`src/rtl/rq_pkg.sv`:
```
package rq_pkg;

  // Largest positive value of a signed field of width w.
  function automatic longint rq_smax(input int w);
    return (longint'(1) <<< (w - 1)) - 1;
  endfunction

  // Number of datapath lanes for a real or complex stream.
  function automatic int rq_lanes(input bit cplx);
    return cplx ? 2 : 1;
  endfunction

endpackage

```
`src/rtl/rq_lsb.sv`:
```
module rq_lsb #(
  parameter int IN_W       = 16,
  parameter int LSB_W      = 4,
  parameter bit ROUND      = 1'b1,
  parameter bit ROUND_HOLD = 1'b1,
  parameter int MID_W      = IN_W - LSB_W
) (
  input  logic             clk,
  input  logic             rst,
  input  logic [IN_W-1:0]  din,
  output logic [MID_W-1:0] q
);

  localparam logic [MID_W-1:0] MID_MAX = {1'b0, {(MID_W-1){1'b1}}};
  localparam logic [IN_W-1:0]  IN_MAX  = {1'b0, {(IN_W-1){1'b1}}};

  logic [MID_W-1:0] nxt;

  generate
    if (LSB_W == 0) begin : g_pass
      assign nxt = din;
    end else begin : g_cut
      localparam logic [IN_W:0] HALF = (IN_W+1)'(1) << (LSB_W - 1);
      logic [IN_W:0]  ext;
      logic [IN_W:0]  bias;
      logic [IN_W:0]  sum;
      logic [MID_W:0] shf;
      logic           carry_ovf;
      always_comb begin
        ext       = {din[IN_W-1], din};
        bias      = din[IN_W-1] ? (HALF - 1'b1) : HALF;
        sum       = ROUND ? (ext + bias) : ext;
        shf       = sum[IN_W:LSB_W];
        carry_ovf = shf[MID_W] != shf[MID_W-1];
        nxt       = (ROUND_HOLD && carry_ovf) ? MID_MAX : shf[MID_W-1:0];
      end
    end
  endgenerate

  always_ff @(posedge clk) begin
    if (rst) q <= '0;
    else     q <= nxt;
  end


  round_hold_chk: assert property (@(posedge clk) disable iff (rst)
    (ROUND && ROUND_HOLD && LSB_W > 0 && din == IN_MAX) |=> (q == MID_MAX));

endmodule

```
`src/rtl/rq_msb.sv`:
```
module rq_msb #(
  parameter int MID_W = 12,
  parameter int OUT_W = 8,
  parameter bit SAT   = 1'b1,
  parameter bit SYM   = 1'b0
) (
  input  logic             clk,
  input  logic             rst,
  input  logic [MID_W-1:0] din,
  output logic [OUT_W-1:0] q
);

  localparam logic [OUT_W-1:0] OMAX = {1'b0, {(OUT_W-1){1'b1}}};
  localparam logic [OUT_W-1:0] OMIN = {1'b1, {(OUT_W-1){1'b0}}};
  localparam logic [OUT_W-1:0] ONEG = OMIN + 1'b1;

  logic             neg;
  logic             ovf;
  logic [OUT_W-1:0] low;
  logic [OUT_W-1:0] clipped;
  logic [OUT_W-1:0] nxt;

  generate
    if (OUT_W >= MID_W) begin : g_widen
      assign low = OUT_W'($signed(din));
      assign ovf = 1'b0;
    end else begin : g_narrow
      logic [MID_W-OUT_W:0] hi;
      assign hi  = din[MID_W-1:OUT_W-1];
      assign low = din[OUT_W-1:0];
      assign ovf = !((&hi) || !(|hi));
    end
  endgenerate

  always_comb begin
    neg = din[MID_W-1];
    if (ovf)                     clipped = neg ? (SYM ? ONEG : OMIN) : OMAX;
    else if (SYM && low == OMIN) clipped = ONEG;
    else                         clipped = low;
    nxt = SAT ? clipped : low;
  end

  always_ff @(posedge clk) begin
    if (rst) q <= '0;
    else     q <= nxt;
  end


  pos_sat_chk: assert property (@(posedge clk) disable iff (rst)
    (SAT && !din[MID_W-1] && $signed(din) > $signed({{(MID_W > OUT_W ? 1 : 1){1'b0}}, din}) - $signed({1'b0, din}) + $signed({1'b0, MID_W'(OMAX)}))
      |=> (q == OMAX));


  sym_floor_chk: assert property (@(posedge clk) disable iff (rst)
    (SAT && SYM) |-> (q != OMIN));

endmodule

```
`src/rtl/rq_lane.sv`:
```
module rq_lane #(
  parameter int IN_W       = 16,
  parameter int LSB_W      = 4,
  parameter int OUT_W      = 8,
  parameter bit ROUND      = 1'b1,
  parameter bit ROUND_HOLD = 1'b1,
  parameter bit SAT        = 1'b1,
  parameter bit SYM        = 1'b0
) (
  input  logic             clk,
  input  logic             rst,
  input  logic [IN_W-1:0]  din,
  output logic [OUT_W-1:0] dout
);

  localparam int MID_W = IN_W - LSB_W;

  logic [MID_W-1:0] mid;

  rq_lsb #(
    .IN_W(IN_W), .LSB_W(LSB_W), .ROUND(ROUND), .ROUND_HOLD(ROUND_HOLD), .MID_W(MID_W)
  ) u_lsb (
    .clk(clk), .rst(rst), .din(din), .q(mid)
  );

  rq_msb #(
    .MID_W(MID_W), .OUT_W(OUT_W), .SAT(SAT), .SYM(SYM)
  ) u_msb (
    .clk(clk), .rst(rst), .din(mid), .q(dout)
  );

endmodule

```
`src/rtl/stream_requant.sv`:
```
module stream_requant
  import rq_pkg::*;
#(
  parameter int IN_W       = 16,
  parameter int LSB_W      = 4,
  parameter int OUT_W      = 8,
  parameter int SIDE_W     = 4,
  parameter bit COMPLEX    = 1'b1,
  parameter bit ROUND      = 1'b1,
  parameter bit ROUND_HOLD = 1'b1,
  parameter bit SAT        = 1'b1,
  parameter bit SYM        = 1'b0
) (
  input  logic              clk,
  input  logic              rst,
  input  logic              in_valid,
  input  logic [IN_W-1:0]   in_re,
  input  logic [IN_W-1:0]   in_im,
  input  logic [SIDE_W-1:0] in_side,
  output logic              out_valid,
  output logic [OUT_W-1:0]  out_re,
  output logic [OUT_W-1:0]  out_im,
  output logic [SIDE_W-1:0] out_side
);

  localparam int LANES = rq_lanes(COMPLEX);
  localparam int DEPTH = 2;

  logic [LANES-1:0][IN_W-1:0]  lane_in;
  logic [LANES-1:0][OUT_W-1:0] lane_out;

  generate
    for (genvar k = 0; k < LANES; k++) begin : g_lane
      if (k == 0) begin : g_re
        assign lane_in[k] = in_re;
      end else begin : g_im
        assign lane_in[k] = in_im;
      end
      rq_lane #(
        .IN_W(IN_W), .LSB_W(LSB_W), .OUT_W(OUT_W), .ROUND(ROUND),
        .ROUND_HOLD(ROUND_HOLD), .SAT(SAT), .SYM(SYM)
      ) u_lane (
        .clk(clk), .rst(rst), .din(lane_in[k]), .dout(lane_out[k])
      );
    end
    if (COMPLEX) begin : g_cplx
      assign out_im = lane_out[LANES-1];
    end else begin : g_real
      assign out_im = '0;
    end
  endgenerate

  assign out_re = lane_out[0];

  logic [DEPTH-1:0]             v_pipe;
  logic [DEPTH-1:0][SIDE_W-1:0] s_pipe;

  always_ff @(posedge clk) begin
    if (rst) begin
      v_pipe <= '0;
      s_pipe <= '0;
    end else begin
      v_pipe <= {v_pipe[DEPTH-2:0], in_valid};
      s_pipe <= {s_pipe[DEPTH-2:0], in_side};
    end
  end

  assign out_valid = v_pipe[DEPTH-1];
  assign out_side  = s_pipe[DEPTH-1];


  valid_lat_chk: assert property (@(posedge clk) disable iff (rst)
    in_valid |-> ##2 out_valid);


  idle_lat_chk: assert property (@(posedge clk) disable iff (rst)
    !in_valid |-> ##2 !out_valid);


  side_lat_chk: assert property (@(posedge clk) disable iff (rst)
    in_valid |-> ##2 (out_side == $past(in_side, 2)));

endmodule

```
`config.mk`:
```
export PLATFORM = sky130hd
export DESIGN_NAME = stream_requant
export DESIGN_NICKNAME = d
export VERILOG_FILES = /design/src/rtl/rq_pkg.sv /design/src/rtl/rq_lsb.sv /design/src/rtl/rq_msb.sv /design/src/rtl/rq_lane.sv /design/src/rtl/stream_requant.sv
export SDC_FILE = /design/constraint.sdc
export NUM_CORES = 1
export LEC_CHECK = 0
export ABC_AREA = 0
export BUFFER_PORTS_ARGS = -buffer_cell sky130_fd_sc_hd__buf_2
export CELL_PAD_IN_SITES_DETAIL_PLACEMENT = 0
export CELL_PAD_IN_SITES_GLOBAL_PLACEMENT = 1
export CORE_ASPECT_RATIO = 0.75
export CORE_MARGIN = 2
export CORE_UTILIZATION = 35
export DETAILED_ROUTE_END_ITERATION = 8
export PLACE_DENSITY_LB_ADDON = 0.1
export SYNTH_ARGS = -nofsm -noshare
export SYNTH_HDL_FRONTEND = slang
export SYNTH_SLANG_ARGS = --single-unit
export TNS_END_PERCENT = 10
```
`constraint.sdc`:
```
create_clock -name clk -period 1.6 [get_ports clk]
set_input_delay 0.32 -clock clk [delete_from_list [all_inputs] [get_ports clk]]
set_output_delay 0.32 -clock clk [all_outputs]
set_load 0.02 [all_outputs]
```
Yosys cells after proc, flatten, opt, wreduce, memory -nomap -nowiden
Cells that the tools add are included.

cells by class
  add/sub/neg operators = 2
  equal/unequal tests = 2
  muxes and demuxes = 8
  reduce and logical (&&, ||, !) cells = 10

operators by type and width
  cell                                      number
  16-bit by 5-bit adder with 17-bit output  2
  8-bit 2-to-1 mux                          4
  11-bit 2-to-1 mux                         2
  5-bit AND reduction                       2
  5-bit OR reduction                        2
  4-bit 2-to-1 mux                          2
  2-bit OR reduction                        2
  1-bit zero test                           2
  1-bit logical OR                          2
  1-bit != test                             2

word-level totals
  bits of input ports = 39
  flip-flop bits (word level) = 50
  output and inout port bits = 21
  logic and storage cells = 31

Depth between registers and ports, before layout
Gate-level depths: netlist of the first run.

  depth after elaboration = 4
  mapped depth = 7
  mapped depth without buffers = 6

Cells and area by module
A second synthesis of the first run with hierarchy kept.

unflattened totals
  cell total of the unflattened synthesis = 210
  area, all modules = 2,095.8 um^2

by module, submodules not included
  module                            seq. area each (um^2)  instances  area each (um^2)  cells an instance
  rq_lsb                            240.2                  2          651.9             73
  stream_requant                    200.2                  1          292.8             24
  rq_msb at g_lane[0].u_lane.u_msb  160.2                  1          257.7             20
  rq_msb at g_lane[1].u_lane.u_msb  160.2                  1          241.5             20

Least setup slack after synthesis of the first run
Ideal clock, no wire load.

  path kind = input port to flip-flop
  start = input in_re[15]
  end = register g_lane[0].u_lane.u_lsb.q[7]
  required time = 1.467 ns
  setup slack = -0.032 ns
  buffers on the path = 0
  stages on the path = 6
  data arrival time = 1.499 ns
  library setup time = 0.133 ns
  cell sequence = inv_1 > ha_1 > or3_4 > o22a_1 > a41oi_1 > nor3_1

between the ends
  cells in the longest elaborated chain, start to end = 4

ends and longest elaborated chain
  what                                          RTL line              text
  from (decl)                                   stream_requant.sv:17  input logic [IN_W-1:0] in_re,
  4-bit 2-to-1 mux                              rq_lsb.sv:31          bias = din[IN_W-1] ? (HALF - 1'b1) : HALF;
  16-bit by 5-bit adder with 17-bit output (*)  rq_lsb.sv:32          sum = ROUND ? (ext + bias) : ext;
  1-bit != test                                 rq_lsb.sv:34          carry_ovf = shf[MID_W] != shf[MID_W-1];
  11-bit 2-to-1 mux (*)                         rq_lsb.sv:35          nxt = (ROUND_HOLD && carry_ovf) ? MID_MAX : shf[MID_W-1:0];
  to (signal assigned)                          rq_lsb.sv:42          else q <= nxt;
  to (decl)                                     rq_lsb.sv:11          output logic [MID_W-1:0] q

Mark *: on every way between the ends. The rest lies on a longest branch, timed or not.
A chain may end at the register's enable or synchronous reset.

Final worst setup path of the first run
  start = input in_re[15]
  end = register g_lane[0].u_lane.u_lsb.q[1]

The elaborated chain is that of the path after synthesis.

==> summary.txt, run 1 <==
Worst min path class -> input pin to flip-flop
RSZ-0062 raised after global routing -> no
Mapped Nets -> 269
Max rail drop VDD -> 0.525 mV
Syn. warnings -> 0
P&R area growth vs syn -> 26.6%
F_max -> 657 MHz
Hold Path Depth -> 2
GPL Wtd Cong -> 0.814
Fin crit period -> 1.52 ns
P_sw -> 659 uW
Crit path capture type -> flip-flop
Synth top area share -> 46.1%
Hold slack final -> 0.232 ns
Post-synth EDFFs -> 0
Status -> finished, final reports clean
Global-route usage over all layers -> 13.8%
Seq/Total Area, Yosys -> 46.1%
I/O pin cnt -> 60
Pwr Density -> 965 mW/mm^2
Pwr Total -> 2.65 mW
Fin nets -> 337
Synthesized cell area -> 0.00217 sq mm
Sw Ratio -> 24.9%
Reg power frac -> 50.9%
Drt pass-1 iters -> 4
Cell area after layout -> 0.00275 sq mm
Library cells used by synthesis -> 48
R2R depth -> 5
Vias in the first global route -> 1558
DRC viols -> 0
ANT nets after route -> 0
Total number of vias -> 1787
Core Area -> 0.00592 sq mm
Setup CP Type -> input pin to flip-flop
Wirelength, routed -> 4520 um
Root Driver -> clkbuf_8
Fin Clk Skew -> 0.00597 ns
Die span in y -> 72.2 um
Yosys reg bits -> 50
Crit Path Max Fanout -> 5
Max Buffers Root-to-Sink -> 2
Post-synthesis async set-or-reset flop share -> 0%
Post-CTS setup buffers -> 0
Cell with the most instances after synthesis -> dfxtp_1
Clock sink count -> 50
Pleak -> 1.16 nW
Crit path arrival time -> 1.70 ns
# hold bufs at CTS -> 0
ANT cells -> 0
Worst-Margin Slew -> 0.312 ns
Primary FF master, synth -> dfxtp_1
Synth cell count leaders -> dfxtp_1, a21oi_1, o21ai_0
Initial antenna violation count -> 0
Fraction of layout instances using a drive strength above 1 -> 35.5%
Largest area contributor in the netlist -> dfxtp_1
Post-route setup slack -> 0.0788 ns
DP HPWL -> 3550 um
Die W -> 94.9 um
Slew HR -> 79.1%
Max Cap Viol -> 0
Initial Utilization -> 36.7%
H-tree Lvls -> 2
Hold Vio Cnt, Final -> 0
Slew Limit Fails -> 0
Synth Instances -> 224
Vias/cell -> 4.82
Latest clock arrival within the worst-skew pair -> 0.29 ns
Largest net degree at the start of global routing -> 27
Period utilization -> 95.1%
Logic pwr share -> 17.8%
CTS tree -> yes
GRT Residual Overflow -> 0
Post-Syn Area per Cell -> 9.69 sq um
Synth area leaders -> dfxtp_1, a21oi_1, o21ai_0
Setup violations, final -> 0
Setup Total Neg Slack -> 0 ns
Starting DRT DRC Count -> 61
Post-DR wirelength/cell -> 12.2 um
Placed inst area -> 0.00261 sq mm
TritonCTS Buffers -> 5
Worst-path clk slew -> 0.08 ns
Internal -> 1.99 mW
First-pass GRT wire length -> 7360 um
Row cnt -> 24
WP data required -> 1.78 ns
Setup slack after placement -> -0.318 ns
Die footprint -> 0.00686 sq mm
Clock Power Share -> 31.3%
Startpoint Class -> input pin
Input/output buffers -> 59
## power by group through the flow
stage / combinational [mW] / sequential [mW] / clock, mW
2_1_floorplan: 0.239 / 1.42 / 0
6_report: 0.472 / 1.35 / 0.830
5_1_grt: 0.523 / 1.36 / 0.912
4_1_cts: 0.468 / 1.35 / 0.858
3_5_place_dp: 0.459 / 1.38 / 0
3_3_place_gp: 0.456 / 1.38 / 0
## logic make-up (layout without fill, tap and decap cells)
| family | count (synthesis) | count (layout) | share of synthesized area [%] |
|---|---|---|---|
| buffers and inverters | 21 | 90 | 5.42 |
| AOI/OAI and AO/OA | 80 | 80 | 25.6 |
| DFF | 50 | 50 | 46.1 |
| adders and majority gates | 6 | 6 | 3.46 |
| and+or+nand+nor | 64 | 64 | 18.2 |
| xor gates and xnor gates | 3 | 3 | 1.21 |
## state kept, by name (all words and copies together), names as in the netlist
| register | cells |
|---|---|
| g_lane.u_lane.u_msb.q | 16 |
| out_side | 4 |
| g_lane.u_lane.u_lsb.q | 24 |
| v_pipe | 2 |
| s_pipe | 4 |
## repair_timing
item	CTS	global route
pin swaps	0	5
endpoints found under the setup margin	1	10
resized for setup	1	7
## routing by layer
metal  share of wire (%)  wire (um)  global-route usage, %  vias up
met2                  37       1690                   18.1       53
li1                    -          -                      -      964
met4                0.60         27                   4.83        0
met1                  56       2540                   21.3      768
met3                 5.9        265                   3.74        2
met5                   0          0                      0        -
## placed cells by master, fill, tap and decap left out, types with 4 or more instances in the layout
cell type	instances
o21ai_0	18
a31oi_1	10
ha_1	6
a211oi_2	5
dfxtp_1	50
a21oi_1	23
nand3_1	7
inv_1	6
a211oi_1	4
nor2b_1	13
clkbuf_8	5
a41oi_1	4
nor3_1	4
buf_4	16
nor2_1	6
or3_1	4
and2_1	4
nand2_1	7
buf_2	58
## through the flow
stage	utilization, %	instances
final	46.4	371
after floorplan	-	224
after global placement	44.0	363
after CTS	46.0	371
after detailed placement	44.0	363
after global routing	46.4	371
## worst max-delay path: stages
cell and delay [ns]:
buf_4 0.13, ha_1 0.19, or3_4 0.42, buf_4 0.15, o221ai_1 0.19, xor2_1 0.21, a21oi_1 0.09
## path summary, 6_finish.rpt
check | to | startpoint | slack, ns
worst min-delay path | s_pipe[2] | in_side[2] | 0.23
worst max register to register | g_lane[0].u_lane.u_msb.q[0] | g_lane[0].u_lane.u_lsb.q[11] | 0.18
worst min register to register | out_side[2] | s_pipe[2] | 0.44
worst max-delay path | g_lane[0].u_lane.u_lsb.q[1] | in_re[15] | 0.08
## cell type report
cell class              count  area [sq um]
clock buffers               5          68.8
multi-input cells         153          1080
well taps                  78          97.6
inverters                   6          22.5
repair buffers             76           433
fillers                   619          3170
flip-flops and latches     50          1000
clock inverters             3          40.0
Note: power is estimated with default switching activity, not from simulation.
==> inputs of run 2 (changes only) <==
CELL_PAD_IN_SITES_DETAIL_PLACEMENT = unset   (was 0)
CELL_PAD_IN_SITES_GLOBAL_PLACEMENT = unset   (was 1)
CORE_UTILIZATION = 46   (was 35)
MAX_ROUTING_LAYER = met4   (was unset)
PLACE_DENSITY = 0.75   (was unset)
PLACE_DENSITY_LB_ADDON = unset   (was 0.1)
SYNTH_HIERARCHICAL = 1   (was unset)
==> run 2 against run 1 <==
Compared with the run above:
- final cell count down 4.3%
- synthesized area fell by 3.5%
- count of clock-buffer cells in the layout is the same
- sequential power about the same
- non-clock buffer count grew 10
- first-iteration DRC count down 4.9%
- register-to-register slack gained 0.25 ns
- via count fell by 1.5%
- power grew 2.2%
- critical path type unchanged
- critical endpoint is now g_lane[1].u_lane/u_lsb/q[6]
==> summary.txt, run 2 <==
Status -> finished, final reports clean
Die footprint -> 0.00512 sq mm (-25%)
CP max-delay cell -> o31a_2
Wirelength, routed -> 4480 um (-0.95%)
Critical-path cell list -> clkbuf_4 > inv_4 > ha_4 > o21a_4 > o2111ai_4 > buf_4 > o31a_2 > a211oi_1
Fin nets -> 342 (+1.5%)
Setup slack after placement -> -0.335 ns (-0.0172 ns)
Max incr delay on CP -> 0.31 ns (-0.11 ns)
Largest register FFs -> 24 (unchanged)
Most flop-heavy register -> g_lane.u_lane/u_lsb/q
Post-route setup slack -> 0.0125 ns (-0.0662 ns)
Post-synthesis async set-or-reset flop share -> 0% (unchanged)
Max Cap Viol -> 0 (unchanged)
Setup violations, final -> 0 (unchanged)
Worst Path Buf+Inv -> 3 (+1)
Fillers -> 382 (-38%)
Crit path capture type -> flip-flop
Mapped Nets -> 255 (-5.2%)
Commonest non-fill, non-tap cells in the layout -> buf_2, dfxtp_1, buf_4, nor2_1
Starting DRT DRC Count -> 58 (-4.9%)
Seq/Total Area, Yosys -> 47.8% (+1.7 points)
Crit path arrival time -> 1.80 ns (+0.10 ns)
Area taken by multi-input logic gates -> 0.00121 sq mm (+12%)
Post-DR wirelength/cell -> 12.6 um (+3.5%)
Core Area -> 0.00441 sq mm (-25%)
Crit Path Max Fanout -> 5 (unchanged)
H-tree Lvls -> 2 (unchanged)
Fin Clk Skew -> 0.00694 ns (+0.000977 ns)
Worst-Margin Slew -> 0.692 ns (+0.380 ns)
Largest regs -> g_lane.u_lane/u_lsb/q (24), g_lane.u_lane/u_msb/q (16)
Die span in y -> 62.5 um (-14%)
Initial antenna violation count -> 0 (unchanged)
Largest net degree at the start of global routing -> 23 (-15%)
CTS tree -> yes
Global-route usage over all layers -> 19.2% (+5.4 points)
Pleak -> 1.29 nW (+12%)
Sequential cell area -> 0.00100 sq mm (unchanged)
P&R area growth vs syn -> 41.0%
Vias in the first global route -> 1660 (+6.5%)
Primary FF master, synth -> dfxtp_1
Max Buffers Root-to-Sink -> 2 (unchanged)
Synth area leaders -> dfxtp_1, xnor2_1, ha_1
Slew HR -> 53.5% (-26 points)
ANT cells -> 0 (unchanged)
Fraction of layout instances using a drive strength above 1 -> 46.3% (+11 points)
Fin crit period -> 1.59 ns (+0.0662 ns)
Root Driver -> clkbuf_8
GPL Wtd Cong -> 0.896 (+10%)
Synth cell count leaders -> dfxtp_1, nor2_1, inv_1
Syn. warnings -> 6 (+6)
Setup CP Type -> input pin to flip-flop
First-pass GRT wire length -> 7480 um (+1.7%)
Max rail drop VDD -> 0.849 mV (+62%)
Die W -> 81.9 um (-14%)
Hold Vio Cnt, Final -> 0 (unchanged)
Clock sink count -> 50 (unchanged)
Worst min path class -> input pin to flip-flop
Pwr Total -> 2.71 mW (+2.2%)
WP data required -> 1.81 ns (+0.03 ns)
Latest clock arrival within the worst-skew pair -> 0.29 ns (about the same)
Initial Utilization -> 47.5% (+11 points)
Startpoint Class -> input pin
RSZ-0062 raised after global routing -> yes
ANT nets after route -> 0 (unchanged)
DP HPWL -> 3450 um (-2.7%)
Synth Instances -> 210 (-6.3%)
Vias/cell -> 4.96 (+3.0%)
Largest area contributor in the netlist -> dfxtp_1
Post-synth EDFFs -> 0 (unchanged)
Pwr Density -> 917 mW/mm^2 (-5.0%)
Slew Limit Fails -> 0 (unchanged)
Commonest non-fill, non-tap cell in the layout -> buf_2
Drt pass-1 iters -> 4 (unchanged)
Input/output buffers -> 59 (unchanged)
Row cnt -> 21 (-13%)
F_max -> 630 MHz (-4.2%)
Total number of vias -> 1761 (-1.5%)
Synthesized cell area -> 0.00210 sq mm (-3.5%)
GRT Residual Overflow -> 0 (unchanged)
Library cells used by synthesis -> 34 (-29%)
Yosys reg bits -> 50 (unchanged)
TritonCTS Buffers -> 5 (unchanged)
DRC viols -> 0 (unchanged)
I/O pin cnt -> 60 (unchanged)
Worst-path clk slew -> 0.08 ns (about the same)
Period utilization -> 99.2% (+4.1 points)
Synth top area share -> 47.8% (+1.7 points)
Cell with the most instances after synthesis -> dfxtp_1
Post-Syn Area per Cell -> 9.98 sq um (+3.0%)
Cell family with most CP delay -> compound AO/OA/AOI/OAI gates
-- run 2: worst register-to-register path: cells and delay by family, from the launching register on --
kind	cells	cell delay, ns
AND/OR/NAND/NOR	2	0.61
flip-flops	1	0.35
AO/OA/AOI/OAI	1	0.15
-- run 2: per-stage QoR --
| stage | hold WS (ns) | instances | cell area [sq um] | util, % | setup TNS (ns) |
|---|---|---|---|---|---|
| 2_1_floorplan | 0.392 | 210 | 2270 | - | -0.0721 |
| 3_3_place_gp | 0.406 | 346 | 2790 | 63.2 | -5.74 |
| 3_5_place_dp | 0.414 | 346 | 2790 | 63.2 | -6.44 |
| 4_1_cts | 0.238 | 354 | 2900 | 65.7 | -0.0211 |
| 5_1_grt | 0.235 | 355 | 2950 | 66.9 | -0.0601 |
| 6_report | 0.247 | 355 | 2950 | 66.9 | 0 |
-- run 2: layer usage --
| metal | track usage (%) | wire (um) | vias up |
|---|---|---|---|
| met3 | 4.77 | 290 | 4 |
| met4 | 4.38 | 35 | 0 |
| li1 | - | - | 921 |
| met5 | - | 0 | - |
| met2 | 27.8 | 1910 | 59 |
| met1 | 27.2 | 2240 | 777 |
-- run 2: where the power goes --
| group | switching (mW) | internal (mW) | leakage, nW |
|---|---|---|---|
| Combinational | 0.273 | 0.245 | 0.818 |
| Clock | 0.374 | 0.460 | 0.0579 |
| Sequential | 0.0261 | 1.33 | 0.416 |
| Total | 0.673 | 2.04 | 1.29 |
-- run 2: logic make-up (layout without fill, tap and decap cells) --
| kind of cell | after synthesis | count (layout) | synth area share, % |
|---|---|---|---|
| AOI/OAI and AO/OA | 60 | 60 | 22.7 |
| xor gates and xnor gates | 12 | 12 | 5.01 |
| adders and majority gates | 6 | 6 | 3.58 |
| buffers and inverters | 20 | 108 | 4.30 |
| DFF | 50 | 50 | 47.8 |
| and+or+nand+nor | 62 | 62 | 16.6 |
-- run 2: layout make-up --
type,count,area share [%]
Clock buffer,5,2.33
Timing Repair Buffer,86,17.0
Sequential cell,50,33.9
Clock inverter,3,1.36
Inverter,14,1.95
Multi-Input combinational cell,140,41.0
Tap cell,57,2.41
-- run 2: worst paths after layout --
check / from / endpoint / slack, ns / depth (start not counted)
hold / removal: in_side[1] / s_pipe[1] / 0.25 / 2
setup reg to reg: g_lane[1].u_lane/u_lsb/q[10] / g_lane[1].u_lane/u_msb/q[2] / 0.43 / 3
hold reg to reg: g_lane[1].u_lane/u_lsb/q[5] / g_lane[1].u_lane/u_msb/q[5] / 0.43 / 1
setup / recovery: in_im[15] / g_lane[1].u_lane/u_lsb/q[6] / 0.01 / 8
-- run 2: repair_timing --
item	4_1_cts	5_1_grt
gates resized for setup	0	10
hold buffers	0	0
setup buffers	0	1
endpoints found under the setup margin	3	20
pin swaps	2	4
